==> src/rtl/asram_pkg.sv <==
package asram_pkg;

    // Width of the per-phase clock counter; each phase length must fit in it.
    localparam int PH_CNT_W = 8;

    typedef enum logic [2:0] {
        PH_IDLE,
        PH_SETUP,
        PH_WTURN,
        PH_WDATA,
        PH_WHOLD,
        PH_RACC
    } phase_e;

    // Sequencer state; the strobe bits are registered so pins never glitch.
    typedef struct packed {
        phase_e                ph;
        logic [PH_CNT_W-1:0]   cnt;
        logic                  wr;
        logic                  cs_act;
        logic                  we_act;
        logic                  oe_act;
        logic                  drv;
    } seq_t;

endpackage

==> src/rtl/asram_phase_len.sv <==
module asram_phase_len
    import asram_pkg::*;
#(
    parameter int SETUP_CYC  = 1,
    parameter int TURN_CYC   = 2,
    parameter int DATA_CYC   = 4,
    parameter int HOLD_CYC   = 1,
    parameter int ACCESS_CYC = 7
) (
    input  phase_e              ph,
    output logic [PH_CNT_W-1:0] len_m1
);

    localparam logic [PH_CNT_W-1:0] SETUP_M1  = PH_CNT_W'(SETUP_CYC - 1);
    localparam logic [PH_CNT_W-1:0] TURN_M1   = PH_CNT_W'(TURN_CYC - 1);
    localparam logic [PH_CNT_W-1:0] DATA_M1   = PH_CNT_W'(DATA_CYC - 1);
    localparam logic [PH_CNT_W-1:0] HOLD_M1   = PH_CNT_W'(HOLD_CYC - 1);
    localparam logic [PH_CNT_W-1:0] ACCESS_M1 = PH_CNT_W'(ACCESS_CYC - 1);

    always_comb begin
        case (ph)
            PH_SETUP: len_m1 = SETUP_M1;
            PH_WTURN: len_m1 = TURN_M1;
            PH_WDATA: len_m1 = DATA_M1;
            PH_WHOLD: len_m1 = HOLD_M1;
            PH_RACC:  len_m1 = ACCESS_M1;
            default:  len_m1 = '0;
        endcase
    end

endmodule

==> src/rtl/asram_seq.sv <==
module asram_seq
    import asram_pkg::*;
#(
    parameter int ADDR_W     = 17,
    parameter int DATA_W     = 8,
    parameter int SETUP_CYC  = 1,
    parameter int TURN_CYC   = 2,
    parameter int DATA_CYC   = 4,
    parameter int HOLD_CYC   = 1,
    parameter int ACCESS_CYC = 7
) (
    input  logic              clk,
    input  logic              rst_n,
    input  logic              req_valid,
    output logic              req_ready,
    input  logic              req_write,
    input  logic [ADDR_W-1:0] req_addr,
    input  logic [DATA_W-1:0] req_wdata,
    output logic              cap_en,
    output logic [ADDR_W-1:0] mem_addr,
    output logic              mem_cs_n,
    output logic              mem_cs,
    output logic              mem_oe_n,
    output logic              mem_we_n,
    output logic [DATA_W-1:0] mem_dq_o,
    output logic              mem_dq_oe
);

    seq_t                seq_d, seq_q;
    logic [ADDR_W-1:0]   addr_d, addr_q;
    logic [DATA_W-1:0]   wdata_d, wdata_q;
    phase_e              nxt_ph;
    logic [PH_CNT_W-1:0] nxt_len_m1;
    logic                accept;
    logic                last;

    assign req_ready = rst_n && (seq_q.ph == PH_IDLE);
    assign accept    = req_valid && req_ready;
    assign last      = (seq_q.cnt == '0);
    assign cap_en    = (seq_q.ph == PH_RACC) && last;

    // Phase transition; kept apart so the length lookup sees a settled value.
    always_comb begin
        nxt_ph = seq_q.ph;
        case (seq_q.ph)
            PH_IDLE:  if (accept) nxt_ph = PH_SETUP;
            PH_SETUP: if (last)   nxt_ph = seq_q.wr ? PH_WTURN : PH_RACC;
            PH_WTURN: if (last)   nxt_ph = PH_WDATA;
            PH_WDATA: if (last)   nxt_ph = PH_WHOLD;
            PH_WHOLD: if (last)   nxt_ph = PH_IDLE;
            PH_RACC:  if (last)   nxt_ph = PH_IDLE;
            default:              nxt_ph = PH_IDLE;
        endcase
    end

    asram_phase_len #(
        .SETUP_CYC  (SETUP_CYC),
        .TURN_CYC   (TURN_CYC),
        .DATA_CYC   (DATA_CYC),
        .HOLD_CYC   (HOLD_CYC),
        .ACCESS_CYC (ACCESS_CYC)
    ) i_len (
        .ph     (nxt_ph),
        .len_m1 (nxt_len_m1)
    );

    always_comb begin
        seq_d   = seq_q;
        addr_d  = addr_q;
        wdata_d = wdata_q;

        if (accept) begin
            seq_d.wr = req_write;
            addr_d   = req_addr;
            wdata_d  = req_wdata;
        end

        seq_d.ph = nxt_ph;
        if (nxt_ph != seq_q.ph) begin
            seq_d.cnt = nxt_len_m1;
        end else if (!last) begin
            seq_d.cnt = seq_q.cnt - 1'b1;
        end

        seq_d.cs_act = (nxt_ph != PH_IDLE);
        seq_d.we_act = (nxt_ph == PH_WTURN) || (nxt_ph == PH_WDATA);
        seq_d.oe_act = (nxt_ph == PH_RACC);
        seq_d.drv    = (nxt_ph == PH_WDATA) || (nxt_ph == PH_WHOLD);
    end

    always_ff @(posedge clk or negedge rst_n) begin
        if (!rst_n) begin
            seq_q   <= '{ph: PH_IDLE, default: '0};
            addr_q  <= '0;
            wdata_q <= '0;
        end else begin
            seq_q   <= seq_d;
            addr_q  <= addr_d;
            wdata_q <= wdata_d;
        end
    end

    assign mem_addr  = addr_q;
    assign mem_cs_n  = ~seq_q.cs_act;
    assign mem_cs    = seq_q.cs_act;
    assign mem_oe_n  = ~seq_q.oe_act;
    assign mem_we_n  = ~seq_q.we_act;
    assign mem_dq_o  = wdata_q;
    assign mem_dq_oe = seq_q.drv;

    // read and write strobes are exclusive.
    a_r10_we_oe_excl: assert property (@(posedge clk) disable iff (!rst_n)
        !(mem_we_n == 1'b0 && mem_oe_n == 1'b0));

    // the controller never drives while the RAM may be driving.
    a_r10_no_contention: assert property (@(posedge clk) disable iff (!rst_n)
        mem_dq_oe |-> mem_oe_n);

    // the bus is still released when write enable falls.
    a_r4_turnaround: assert property (@(posedge clk) disable iff (!rst_n)
        $fell(mem_we_n) |-> !mem_dq_oe);

    // data and select persist across the edge that ends the write.
    a_r5_hold_over_end: assert property (@(posedge clk) disable iff (!rst_n)
        $rose(mem_we_n) |-> (mem_dq_oe && !mem_cs_n && mem_cs));

    // address is stable while selected.
    a_r9_addr_stable: assert property (@(posedge clk) disable iff (!rst_n)
        (!mem_cs_n && $past(!mem_cs_n)) |-> $stable(mem_addr));

    // an accepted request makes the controller busy on the next clock.
    a_r2_busy_after_accept: assert property (@(posedge clk) disable iff (!rst_n)
        (req_valid && req_ready) |=> !req_ready);

    // a new setup is always preceded by a deselected clock.
    a_r8_gap_before_select: assert property (@(posedge clk) disable iff (!rst_n)
        $fell(mem_cs_n) |-> $past(mem_we_n && mem_oe_n && !mem_dq_oe));

endmodule

==> src/rtl/asram_rd_capture.sv <==
module asram_rd_capture #(
    parameter int DATA_W = 8
) (
    input  logic              clk,
    input  logic              rst_n,
    input  logic              cap_en,
    input  logic              oe_n,
    input  logic [DATA_W-1:0] dq_i,
    output logic              rsp_valid,
    output logic [DATA_W-1:0] rsp_rdata
);

    logic              valid_d, valid_q;
    logic [DATA_W-1:0] rdata_d, rdata_q;

    always_comb begin
        valid_d = cap_en;
        rdata_d = cap_en ? dq_i : rdata_q;
    end

    always_ff @(posedge clk or negedge rst_n) begin
        if (!rst_n) begin
            valid_q <= 1'b0;
            rdata_q <= '0;
        end else begin
            valid_q <= valid_d;
            rdata_q <= rdata_d;
        end
    end

    assign rsp_valid = valid_q;
    assign rsp_rdata = rdata_q;

    // the response is a single-clock pulse.
    a_r7_single_pulse: assert property (@(posedge clk) disable iff (!rst_n)
        rsp_valid |=> !rsp_valid);

    // capture happens while output enable is still asserted.
    a_r7_capture_under_oe: assert property (@(posedge clk) disable iff (!rst_n)
        rsp_valid |-> $past(!oe_n));

endmodule

==> src/rtl/asram_ctrl.sv <==
module asram_ctrl #(
    parameter int ADDR_W     = 17,
    parameter int DATA_W     = 8,
    parameter int SETUP_CYC  = 1,
    parameter int TURN_CYC   = 2,
    parameter int DATA_CYC   = 4,
    parameter int HOLD_CYC   = 1,
    parameter int ACCESS_CYC = 7
) (
    input  logic              clk,
    input  logic              rst_n,
    input  logic              req_valid,
    output logic              req_ready,
    input  logic              req_write,
    input  logic [ADDR_W-1:0] req_addr,
    input  logic [DATA_W-1:0] req_wdata,
    output logic              rsp_valid,
    output logic [DATA_W-1:0] rsp_rdata,
    output logic [ADDR_W-1:0] mem_addr,
    output logic              mem_cs_n,
    output logic              mem_cs,
    output logic              mem_oe_n,
    output logic              mem_we_n,
    output logic [DATA_W-1:0] mem_dq_o,
    output logic              mem_dq_oe,
    input  logic [DATA_W-1:0] mem_dq_i
);

    logic cap_en;

    asram_seq #(
        .ADDR_W     (ADDR_W),
        .DATA_W     (DATA_W),
        .SETUP_CYC  (SETUP_CYC),
        .TURN_CYC   (TURN_CYC),
        .DATA_CYC   (DATA_CYC),
        .HOLD_CYC   (HOLD_CYC),
        .ACCESS_CYC (ACCESS_CYC)
    ) i_seq (
        .clk       (clk),
        .rst_n     (rst_n),
        .req_valid (req_valid),
        .req_ready (req_ready),
        .req_write (req_write),
        .req_addr  (req_addr),
        .req_wdata (req_wdata),
        .cap_en    (cap_en),
        .mem_addr  (mem_addr),
        .mem_cs_n  (mem_cs_n),
        .mem_cs    (mem_cs),
        .mem_oe_n  (mem_oe_n),
        .mem_we_n  (mem_we_n),
        .mem_dq_o  (mem_dq_o),
        .mem_dq_oe (mem_dq_oe)
    );

    asram_rd_capture #(
        .DATA_W (DATA_W)
    ) i_cap (
        .clk       (clk),
        .rst_n     (rst_n),
        .cap_en    (cap_en),
        .oe_n      (mem_oe_n),
        .dq_i      (mem_dq_i),
        .rsp_valid (rsp_valid),
        .rsp_rdata (rsp_rdata)
    );

endmodule

==> config.mk <==
export PLATFORM = sky130hd
export DESIGN_NAME = asram_ctrl
export DESIGN_NICKNAME = d
export VERILOG_FILES = /design/src/rtl/asram_pkg.sv /design/src/rtl/asram_phase_len.sv /design/src/rtl/asram_seq.sv /design/src/rtl/asram_rd_capture.sv /design/src/rtl/asram_ctrl.sv
export SDC_FILE = /design/constraint.sdc
export NUM_CORES = 1
export LEC_CHECK = 0
export BUFFER_PORTS_ARGS = -buffer_cell sky130_fd_sc_hd__buf_2
export CORE_ASPECT_RATIO = 1.2
export CORE_MARGIN = 2
export CORE_UTILIZATION = 53
export DETAILED_ROUTE_END_ITERATION = 10
export PLACE_DENSITY = 0.89
export SLEW_MARGIN = 20
export SYNTH_ARGS = -nofsm -noshare
export SYNTH_HDL_FRONTEND = slang
export SYNTH_HIERARCHICAL = 1
export SYNTH_SLANG_ARGS = --single-unit
==> constraint.sdc <==
create_clock -name clk -period 3.6 [get_ports clk]
set_clock_uncertainty 0.1 [all_clocks]
set_input_delay 0.18 -clock clk [delete_from_list [all_inputs] [get_ports clk]]
set_output_delay 0.18 -clock clk [all_outputs]
set_load 0.05 [all_outputs]
Word-level counts from Yosys, hierarchy flattened
Index checks and enable logic that the tools add are counted.
- register bits: 50
- reduce and logical (&&, ||, !) cells: 9
- add/subtract/negate cells: 1
- bitwise gates (word level): 3
- equality and inequality tests: 11
- muxes and demuxes: 10
- operator list (cell ; number):
    two-way mux 3 bit ; 6
    two-way mux 8 bit ; 2
    case mux 3 bit (5 select lines) ; 1
    equality test 3 x 2 -> 1 bit (second input constant) ; 4
    equality test 3 bit (second input constant) ; 4
    case mux 3 bit (3 select lines) ; 1
    zero test 8 bit ; 1
    subtractor 8 x 1 -> 8 bit (second input constant) ; 1
    equality test 3 x 1 -> 1 bit (second input constant) ; 1
    logical AND 1 bit ; 3
    zero test 3 bit ; 1
    != test 3 bit ; 1
    NOT 1 bit ; 3
    nonzero test 3 bit ; 1
    logical OR 1 bit ; 2
    != test 2 bit (second input constant) ; 1
    OR reduction 2 bit ; 1

Logic depth before layout (Yosys ltp)
Gate-level depths: netlist (run 1).
- depth after elaboration: 8
- depth in mapped cells: 9

By module
The synthesis (run 1) kept the hierarchy.
- modules (own cells, without submodules) (module ; times used ; cells each ; area each (um2) ; sequential area each (um2)):
    asram_seq ; 1 ; 140 ; 1850.5 ; 1026.0
    asram_rd_capture ; 1 ; 18 ; 356.6 ; 225.2
    asram_phase_len ; 1 ; 10 ; 67.6 ; 0.0

Worst setup path before layout (run 1)
Ideal clock, no wire load.
- path kind: reg2reg
- from: register i_seq/seq_q[14] in the netlist's numbering
- to: register i_seq/seq_q[7] in the netlist's numbering
- clock period less this slack: 2.252 ns
- path buffers: 2
- cell stages (with the launch flop): 8
- setup time: 0.064 ns
- slack: 1.348 ns
- data required time: 3.436 ns
- arrival time: 2.088 ns
- path through: dfrtp_1 nor4b_4 nand2_1 buf_4 buf_2 nand3_1 and2_1 mux2_2
- longest elaborated chain between the ends: 8
- elaborated cells on any way between the ends: 22
- RTL lines (element ; RTL line ; text):
    start, declared ; asram_seq.sv:29 ; seq_t seq_d, seq_q;
    start signal, assigned ; asram_seq.sv:97 ; seq_q <= seq_d;
    zero test 3 bit (*) ; asram_seq.sv:37 ; assign req_ready = rst_n && (seq_q.ph == PH_IDLE);
    logical AND 1 bit (*) ; asram_seq.sv:37 ;
    named net req_ready ; asram_ctrl.sv:13 ; output logic req_ready,
    logical AND 1 bit (*) ; asram_seq.sv:38 ; assign accept = req_valid && req_ready;
    two-way mux 3 bit (*) ; asram_seq.sv:46 ; PH_IDLE: if (accept) nxt_ph = PH_SETUP;
    case mux 3 bit (5 select lines) (*) ; asram_seq.sv:45 ; case (seq_q.ph)
    named net i_seq.nxt_ph[0] ; asram_seq.sv:32 ; phase_e nxt_ph;
    equality test 3 bit or equality test 3 x 2 -> 1 bit (tied branches) ; asram_phase_len.sv:21 ; case (ph)
    case mux 3 bit (3 select lines) (*) ; asram_phase_len.sv:21 ;
    named net i_seq.nxt_len_m1[2] ; asram_seq.sv:33 ; logic [PH_CNT_W-1:0] nxt_len_m1;
    two-way mux 8 bit (*) ; asram_seq.sv:79 ; if (nxt_ph != seq_q.ph) begin
Mark *: on every way through the listed nets, which the timed path passes. The rest lies on a longest branch.
A chain may end at the register's enable or synchronous reset.

Worst setup path after layout (run 1)
- from: register i_seq/seq_q[5] in the netlist's numbering
- to: register i_cap.rdata_q[1] (netlist: i_cap/rsp_rdata[1])
- longest elaborated chain between the ends: 2
- RTL lines (element ; RTL line ; text):
    zero test 8 bit ; asram_seq.sv:39 ; assign last = (seq_q.cnt == '0);
    logical AND 1 bit ; asram_seq.sv:40 ; assign cap_en = (seq_q.ph == PH_RACC) && last;
    named net cap_en ; asram_ctrl.sv:29 ; logic cap_en;
    end signal, assigned ; asram_rd_capture.sv:27 ; rdata_q <= rdata_d;
    end, declared ; asram_rd_capture.sv:14 ; logic [DATA_W-1:0] rdata_d, rdata_q;
The timed path passes the listed nets, and every way through them passes these cells.

==> impl_metrics.tcl, run 1 <==
set metrics [dict create \
    synthCells 168 \
    dr.pass1.iters 4 \
    ys_async_sr_fraction_pct 100.0 \
    crit_end "i_cap/rsp_rdata[1]" \
    cts.htree.levels 2 \
    maxSlewHeadroom_pct 36.82 \
    num-nets-final 284 \
    via_count 1540 \
    start_util_pct 54.20 \
    tightestPinTransition_ns 0.9435 \
    dp_hpwl_um 2978 \
    pre_cts_ws_ns 0.9429 \
    place_area_um2 2679 \
    fin_crit_sh_pct 73.62 \
    grt_use_total_pct 16.36 \
    grt_pass1_wl_um 6175 \
    r2r_end "i_cap/rsp_rdata[1]" \
    grt_pass1_vias 1406 \
    fin_total_pwr_mw 2.361 \
    reg2reg_depth 6 \
    drtAntennaViolNets 0 \
    num_rows 26 \
    avgRoutedWirePerCell_um 13.25 \
    synthDistinctLibCells 41 \
    finalWorstSetupSlack_ns 0.9496 \
    ys_seq_elements 50 \
    vdd_drop_max_mv 0.4721 \
    grt-ovfl-total 0 \
    crit_start "i_seq/seq_q[5]" \
    yosys_warnings 6 \
    synth_area_um2 2275 \
    synth_edf_count 0 \
    wl_um 4016 \
    final_layout_size_suffix_gt1_share_pct 54.25 \
    setup.worst_path.class "register to register" \
    cts_buffer_depth 2 \
    layout_commonest_cell "buf_2" \
    layout_min_cycle_time_ns 2.650 \
    drc 0 \
    antenna_found_initial 0 \
    layout_common_cells "buf_2, dfrtp_1, mux2_2, mux2_4" \
    diodes 0 \
    r2r_setup_slack_ns 0.95 \
    cts.clk_slew.worst_paths_ns 0.08 \
    slew_viol_final 0 \
    holdCritPathClass "primary input to register" \
    cts_setup_buffers 0 \
    rsz0062_at_grt "false" \
    cts_tree "done" \
    final_area_um2 2795 \
    viasPerCell 5.083 \
    cts.sinks 50 \
    ios 77 \
    grt_max_degree 51 \
    maxCapViolCount 0 \
    status "completed" \
    coreArea_um2 4197 \
    cp.required_ns 3.68 \
    yosysSeqAreaShare_pct 55.01 \
    numPortBuffers 76 \
    finalSetupViolCount 0 \
    reg2reg_from "i_seq/seq_q[5]" \
    drtIter0Drc 61 \
    numCtsBuffers 5 \
    syn_to_final_growth_pct 22.88 \
    dieArea_um2 4834 \
    crit_path_start_kind "register" \
    critPathMaxFanout 9 \
    cp-end-kind "register" \
    tns_ns 0 \
    fmax_ghz 0.3773 \
    synth_flop_cell "dfrtp_1" \
    hold_violations 0 \
    p_leak_nw 1.464 \
    p_per_area_nw_per_um2 844.5 \
    insertion_delay_ns 0.29 \
    gp_congestion 0.7921 \
    die_y_um 75.77 \
    syn_area_per_cell_um2 13.54 \
    die_x_um 63.81 \
    arrival_ns 2.73 \
    clockRootBuffer "clkbuf_8" \
]
## what timing repair did
action | 4_1_cts | 5_1_grt
resized for setup | 0 | 0
hold endpoints to repair | 50 | 0
hold buffers | 1 | 0
## cells by family (layout without fill, tap and decap cells)
logic type | count (synthesis) | in the layout | share of synthesized area [%]
adders and majority gates | 1 | 1 | 0.5500
muxes | 42 | 42 | 22.06
buffers and inverters | 17 | 92 | 4.401
and+or+nand+nor | 34 | 34 | 10.34
AOI/OAI and AO/OA | 20 | 20 | 6.326
xor gates and xnor gates | 3 | 3 | 1.155
DFF | 50 | 50 | 55.01
other | 1 | 5 | 0.1649
## worst max-delay path: stages, from the launching register on
cell and delay, ns:
dfrtp_1 0.41, inv_1 0.07, ha_1 0.17, nor3b_2 0.39, nand3_1 0.22, nor3b_2 0.83, mux2_4 0.35
## flip-flops by register name (all words and copies together), names as in the netlist
| signal | count |
|---|---|
| i_seq/mem_addr | 17 |
| i_seq/seq_q | 14 |
| i_cap/rsp_rdata | 8 |
| i_seq/mem_dq_o | 8 |
| i_cap/rsp_valid | 1 |
| i_seq/mem_cs | 1 |
| i_seq/mem_dq_oe | 1 |
## Yosys cell counts (2+ instances only)
| library cell | instances | area [um2] |
|---|---|---|
| mux2_2 | 33 | 371.6 |
| o31ai_1 | 2 | 15.01 |
| xnor2_1 | 2 | 17.52 |
| or3_2 | 2 | 15.01 |
| nand2_1 | 4 | 15.01 |
| a21oi_1 | 4 | 20.02 |
| o21a_1 | 2 | 15.01 |
| nand3_1 | 5 | 25.02 |
| buf_4 | 6 | 45.04 |
| buf_2 | 2 | 10.01 |
| dfrtp_1 | 50 | 1251 |
| nor3_1 | 2 | 10.01 |
| clkbuf_1 | 2 | 7.510 |
| mux2_4 | 8 | 120.1 |
| inv_1 | 5 | 18.77 |
| nor2_1 | 4 | 15.01 |
| o21ai_0 | 5 | 25.02 |
| nor2b_1 | 4 | 25.02 |
| nand2b_1 | 4 | 25.02 |
## stage by stage
step	instances	hold WS [ns]	util, %
floorplan	172	-0.2156	-
global placement	294	0.2264	63.83
detailed placement	294	0.2381	63.83
CTS	303	0.004181	66.61
global route	303	0.001947	66.61
finish	303	0.01083	66.61
## power by group
part / leakage, nW / switching, mW / total, mW / internal (mW)
clock network: 0.0524 / 0.165 / 0.372 / 0.208
registers: 0.649 / 0.150 / 0.902 / 0.752
logic: 0.762 / 0.721 / 1.09 / 0.365
total: 1.46 / 1.04 / 2.36 / 1.32
## area by class of cell
cell class / count / area, um2
well taps: 56 / 70.07
clock buffers: 7 / 76.32
flip-flops and latches: 50 / 1251
fillers: 275 / 1401
clock inverters: 1 / 30.03
multi-input cells: 105 / 943.4
inverters: 5 / 18.77
repair buffers: 79 / 405.4
## worst min-delay path by stage
stage / startpoint / cells past startpoint / end
2_1_floorplan: rst_n / 0 / i_cap/rsp_rdata[0]
3_3_place_gp: rst_n / 2 / i_seq/mem_dq_o[2]
3_5_place_dp: rst_n / 2 / i_cap/rsp_valid
4_1_cts: req_addr[7] / 2 / i_seq/mem_addr[7]
5_1_grt: req_addr[6] / 2 / i_seq/mem_addr[6]
6_report: req_addr[7] / 2 / i_seq/mem_addr[7]
## metal layers
metal / up-vias / wire (um) / global-route usage [%]
met5: - / 0 / 0
met4: 0 / 63 / 6.039
met3: 7 / 160 / 3.250
met2: 48 / 2180 / 30.90
met1: 752 / 1612 / 18.46
li1: 733 / - / -
(Power assumes the default switching activity.)
==> run 2: changes to the inputs <==
- ABC_AREA: default -> 1
- CORE_UTILIZATION: 53 -> 45
- PLACE_DENSITY: 0.89 -> 0.8
- clock period: 3.6 -> 2.4 ns (I/O delays scaled with it)
==> run 2 against run 1 <==
- fmax up 24%
- first-iteration DRC count fell by 20%
- design area up 16%
- critical path type unchanged
- global-route usage up 2.6 points
- clock-buffer cell count fell by 2
- sequential cell count stayed put
- worst hold slack improved by 0.21 ns
- combinational power up 130%
- highest routed layer unchanged
- total power is 88% higher
- critical path depth increased by 10
- utilization down 1.7 points
==> impl_metrics.tcl, run 2 <==
set metrics [dict create \
    path_cells "inv_1 > ha_1 > nand2_1 > nor2_8 > o21ai_1 > nand2_1 > inv_1 > nor2_1 > inv_1 > inv_1 > nand3_1 > nand2_1 > inv_1 > nand2_1 > nand2_1 > nand2_1" \
    dr.pass1.iters 4 \
    tightestPinTransition_ns 0.6037 \
    critPathMaxFanout 9 \
    synth_area_leaders "dfrtp_1, mux2_2, nand2_1" \
    ys_seq_elements 50 \
    p_leak_nw 1.686 \
    p_per_area_nw_per_um2 1362 \
    yosysSeqAreaShare_pct 52.71 \
    layout_common_cells "buf_2, nand2_1, dfrtp_1, dlygate4sd3_1" \
    holdCritPathClass "primary input to register" \
    ff_latch_area_um2 1251 \
    cpMostUsedCell "nand2_1" \
    pwr-share-seq_pct 31.3 \
    fin_total_pwr_mw 4.429 \
    cp.required_ns 2.54 \
    gp_congestion 0.9223 \
    final_util_pct 64.94 \
    slowest_delay_ns 0.39 \
    drtAntennaViolNets 0 \
    synthTopCellsByCount "nand2_1, dfrtp_1, inv_1, mux2_2, nand3_1" \
    vdd_drop_max_mv 0.9173 \
    swShare_pct 49.60 \
    stdcell_count 412 \
    cts_resized 0 \
    multi_input_area_um2 952.2 \
    insertion_delay_ns 0.30 \
    cts_tree "done" \
    final_layout_size_suffix_gt1_share_pct 40.06 \
    yosys_warnings 6 \
    finalSetupViolCount 0 \
    cp_num_buf_inv 5 \
    drtIter0Drc 49 \
    ios 77 \
    pwr-share-comb_pct 55.6 \
    setup.worst_path.class "register to register" \
    rsz0062_at_grt "false" \
    num-nets-final 389 \
    maxSlewHeadroom_pct 59.75 \
    dieArea_um2 5874 \
    grt_max_degree 51 \
    cts_hold_buf 35 \
    numCtsBuffers 5 \
    die_x_um 70.30 \
    holdWs_ns 0.2184 \
    grt_use_total_pct 18.99 \
    yosys.area.top_type_share_pct 52.71 \
    arrival_ns 2.28 \
    synth_edf_count 0 \
    fmax_ghz 0.4665 \
    antenna_found_initial 0 \
    switchingPower_mw 2.197 \
    synthCells 235 \
    place_area_um2 2794 \
    synth_flop_cell "dfrtp_1" \
    grt-ovfl-total 0 \
    nFillCells 384 \
    numPortBuffers 76 \
    num_rows 28 \
    final_area_um2 3253 \
    drc 0 \
    status "completed" \
    grt_pass1_wl_um 8976 \
    ys_async_sr_fraction_pct 100.0 \
    via_count 1950 \
    fin_crit_sh_pct 89.31 \
    die_y_um 83.56 \
    power.internal_mw 2.232 \
    finalWorstSetupSlack_ns 0.2566 \
    slew_viol_final 0 \
    cts.sinks 50 \
    cp-end-kind "register" \
    dp_hpwl_um 3459 \
    synthDistinctLibCells 29 \
    coreArea_um2 5010 \
    start_util_pct 47.38 \
    hold_violations 0 \
    clockRootBuffer "clkbuf_8" \
    cts_setup_buffers 0 \
    syn_to_final_growth_pct 37.06 \
    layout_min_cycle_time_ns 2.143 \
    grt_pass1_vias 2037 \
    dp.cells 369 \
    cts_buffer_depth 2 \
    syn_area_per_cell_um2 10.10 \
    cts.clk_slew.worst_paths_ns 0.09 \
    tns_ns 0 \
    wl_um 5234 \
    viasPerCell 4.733 \
    layout_commonest_cell "buf_2" \
    maxCapViolCount 0 \
    diodes 0 \
    synth_most_common_cell "nand2_1" \
    crit_path_start_kind "register" \
    pwr-share-clk_pct 13.0 \
    critPathTopFamily "simple AND/OR/NAND/NOR gates" \
    synth_area_um2 2374 \
    largest_reg_flops 17 \
    slowest_stage "dfrtp_1" \
    cts.htree.levels 2 \
    pre_cts_ws_ns 0.2590 \
    avgRoutedWirePerCell_um 12.70 \
    yosysTopAreaCell "dfrtp_1" \
]
## run 2: changes by cell type in the layout (fill, tap and decap cells not counted), sizes merged, moves of 3 or more
cell | previous run | this run
o21ai | 5 | 10
inv | 5 | 29
mux2 | 41 | 25
xor2 | 1 | 4
nand2b | 4 | 0
nor2b | 4 | 0
nand4 | 0 | 3
nand2 | 5 | 67
nor2 | 4 | 14
clkinv | 0 | 3
dlygate4sd3 | 1 | 35
nand3 | 5 | 12
## run 2: worst register-to-register path: stages (launching register included)
cell and delay [ns]:
dfrtp_1 0.39, inv_1 0.08, ha_1 0.19, nand2_1 0.14, nor2_8 0.20, o21ai_1 0.08, nand2_1 0.09, inv_1 0.05
nor2_1 0.24, inv_1 0.12, inv_1 0.09, nand3_1 0.08, nand2_1 0.07, inv_1 0.03, nand2_1 0.06, nand2_1 0.05
nand2_1 0.05
## run 2: cell type report
cell class | instances | share of cell area, %
Timing Repair Buffer | 114 | 23.15
Clock buffer | 5 | 2.115
Inverter | 30 | 3.462
Clock inverter | 3 | 1.231
Tap cell | 60 | 2.308
Sequential cell | 50 | 38.46
Multi-Input combinational cell | 150 | 29.27
## run 2: cells by family after synthesis
group / after synthesis / share of synthesized area [%]
flops: 50 / 52.71
buf+inv: 39 / 8.065
xor+xnor: 5 / 1.845
fa+ha+maj: 1 / 0.5271
simple gates: 100 / 20.77
compound gates: 14 / 4.059
mux: 25 / 11.86
other cells: 1 / 0.1580
## run 2: path summary, 6_finish.rpt
| kind | startpoint | to | slack [ns] | cells after the start |
|---|---|---|---|---|
| hold / removal | req_valid | i_seq/seq_q[4] | 0.22 | 3 |
| max in group asynchronous | rst_n | i_seq/mem_addr[1] | 1.40 | 3 |
| hold reg to reg | i_cap/rsp_rdata[0] | i_cap/rsp_rdata[0] | 0.37 | 2 |
| setup / recovery | i_seq/seq_q[5] | i_seq/seq_q[6] | 0.26 | 16 |
| setup reg to reg | i_seq/seq_q[5] | i_seq/seq_q[6] | 0.26 | 16 |
| min in group asynchronous | rst_n | i_seq/mem_addr[10] | 0.38 | 3 |
## run 2: per-layer routing
metal  global-route usage [%]  vias up  routed length (um)
li1                         -      961                   -
met1                    20.53      925                1937
met2                    35.16       57                2982
met3                    5.193        7                 259
met4                    6.119        0                  55
met5                        0        -                   0
## run 2: power by group through the flow
stage / logic (mW) / clock network (mW) / registers, mW
after floorplan: 1.17 / 0 / 2.19
after global placement: 2.37 / 0 / 1.39
after detailed placement: 2.42 / 0 / 1.39
after CTS: 2.47 / 0.587 / 1.38
after global routing: 2.65 / 0.625 / 1.43
final: 2.46 / 0.578 / 1.39
==> run 3: changes to the inputs <==
- CORE_UTILIZATION: 45 -> 47
- CTS_BUF_LIST: default -> sky130_fd_sc_hd__clkbuf_4
- PLACE_DENSITY: 0.8 -> 0.83
==> run 3 against run 2 <==
- fmax down 1.5%
- design area up 0.15%
- global-route usage up 1.9 points
- first-iteration DRC count down 16%
- clock power up 1%
- critical path depth unchanged
- utilization up 1.5 points
- via count up 1.1%
- non-clock buffer count up 1
- register-to-register slack worse by 0.03 ns
- critical path type unchanged
- largest power group unchanged
==> impl_metrics.tcl, run 3 (same netlist as run 2, synthesis figures left out) <==
set metrics [dict create \
    layout_min_cycle_time_ns 2.177 \
    diodes 0 \
    slew_viol_final 0 \
    cts.htree.levels 2 \
    grt_use_total_pct 20.90 \
    dp_hpwl_um 3459 \
    cts.sinks 50 \
    final_layout_size_suffix_gt1_share_pct 39.94 \
    tightestPinTransition_ns 0.6043 \
    fin_total_pwr_mw 4.450 \
    r2r_setup_slack_ns 0.22 \
    holdCritPathClass "primary input to asynchronous set/reset pin" \
    gp_congestion 0.8780 \
    maxCapViolCount 0 \
    final_area_um2 3258 \
    holdWs_ns 0.3104 \
    grt_pass1_vias 2007 \
    vdd_drop_max_mv 1.083 \
    hold_violations 0 \
    layout_commonest_cell "buf_2" \
    layout_common_cells "buf_2, nand2_1, dfrtp_1, dlygate4sd3_1" \
    cts.clk_slew.worst_paths_ns 0.15 \
    coreArea_um2 4905 \
    die_y_um 81.85 \
    num_rows 28 \
    cts_tree "done" \
    p_leak_nw 1.684 \
    rsz0062_at_grt "false" \
    num-nets-final 390 \
    grt-ovfl-total 0 \
    via_count 1971 \
    drc 0 \
    cp.required_ns 2.60 \
    arrival_ns 2.38 \
    start_util_pct 48.39 \
    clockRootBuffer "clkbuf_4" \
    status "completed" \
    crit_end "i_seq/seq_q[6]" \
    place_area_um2 2794 \
    insertion_delay_ns 0.36 \
    stdcell_count 413 \
    cts_buffer_depth 2 \
    cp-end-kind "register" \
    finalSetupViolCount 0 \
    p_per_area_nw_per_um2 1366 \
    wl_um 5369 \
    maxSlewHeadroom_pct 59.72 \
    tns_ns 0 \
    dp.cells 369 \
    crit_start "i_seq/seq_q[5]" \
    drtIter0Drc 41 \
    dr.pass1.iters 6 \
    reg2reg_depth 16 \
    die_x_um 68.87 \
    numCtsBuffers 5 \
    antenna_found_initial 0 \
    dieArea_um2 5637 \
    largest_reg_flops 17 \
    grt_pass1_wl_um 8811 \
    viasPerCell 4.772 \
    ios 77 \
    drtAntennaViolNets 0 \
    reg2reg_from "i_seq/seq_q[5]" \
    grt_max_degree 51 \
    cts_setup_buffers 0 \
    pre_cts_ws_ns 0.1666 \
    fmax_ghz 0.4593 \
    syn_to_final_growth_pct 37.27 \
    finalWorstSetupSlack_ns 0.2229 \
    critPathMaxFanout 9 \
    fin_crit_sh_pct 90.71 \
    r2r_end "i_seq/seq_q[6]" \
    numPortBuffers 76 \
    final_util_pct 66.43 \
    setup.worst_path.class "register to register" \
    crit_path_start_kind "register" \
    avgRoutedWirePerCell_um 13.00 \
]
==> run 3: changes by cell type in the layout (fill, tap and decap cells not counted), sizes merged <==
cell / previous run / this run
bufinv: 1 / 2
dlygate4sd3: 35 / 36
clkinv: 3 / 2
==> run 3: worst min-delay path by stage <==
| stage | startpoint | to | cells past startpoint |
|---|---|---|---|
| 3_5_place_dp | rst_n | i_seq/seq_q[4] | 2 |
| 3_3_place_gp | rst_n | i_seq/mem_addr[12] | 2 |
| 2_1_floorplan | rst_n | i_cap/rsp_rdata[0] | 0 |
| 6_report | rst_n | i_seq/mem_addr[12] | 3 |
| 5_1_grt | rst_n | i_seq/mem_addr[11] | 3 |
| 4_1_cts | rst_n | i_seq/seq_q[4] | 3 |
==> run 3: final cells by class <==
type	instances	area, um2
clock inverters	3	63.81
multi-input cells	150	954.7
flip-flops and latches	50	1251
inverters	30	112.6
fillers	370	1647
repair buffers	115	763.2
well taps	60	75.07
clock buffers	5	37.54
==> run 3: timing repair <==
item,4_1_cts,5_1_grt
hold endpoints to repair,85,0
resized for setup,0,1
hold buffers,36,0
setup endpoints to repair,0,2
==> run 3: critical path, stage by stage (launching register included) <==
cell and delay [ns]:
dfrtp_1 0.42, inv_1 0.08, ha_1 0.19, nand2_1 0.15, nor2_8 0.21, o21ai_1 0.08, nand2_1 0.09, inv_1 0.05
nor2_2 0.19, inv_1 0.10, inv_1 0.08, nand3_1 0.10, nand2_1 0.10, inv_1 0.04, nand2_1 0.05, nand2_1 0.05
nand2_1 0.05
==> run 3: per-layer routing <==
layer / GRT usage, % / vias up / wire length [um] / part of all wire [%]
met3: 4.795 / 17 / 226 / 4.2
li1: - / 963 / - / -
met2: 35.58 / 62 / 2844 / 53
met5: 0 / - / 0 / 0
met4: 9.020 / 0 / 140 / 2.6
met1: 25.02 / 929 / 2159 / 40
==> run 3: where the power goes <==
group	leakage, nW	internal [mW]	switching, mW
Sequential	0.575	1.18	0.203
Combinational	1.06	0.749	1.74
Clock	0.0528	0.321	0.263
Total	1.68	2.25	2.20
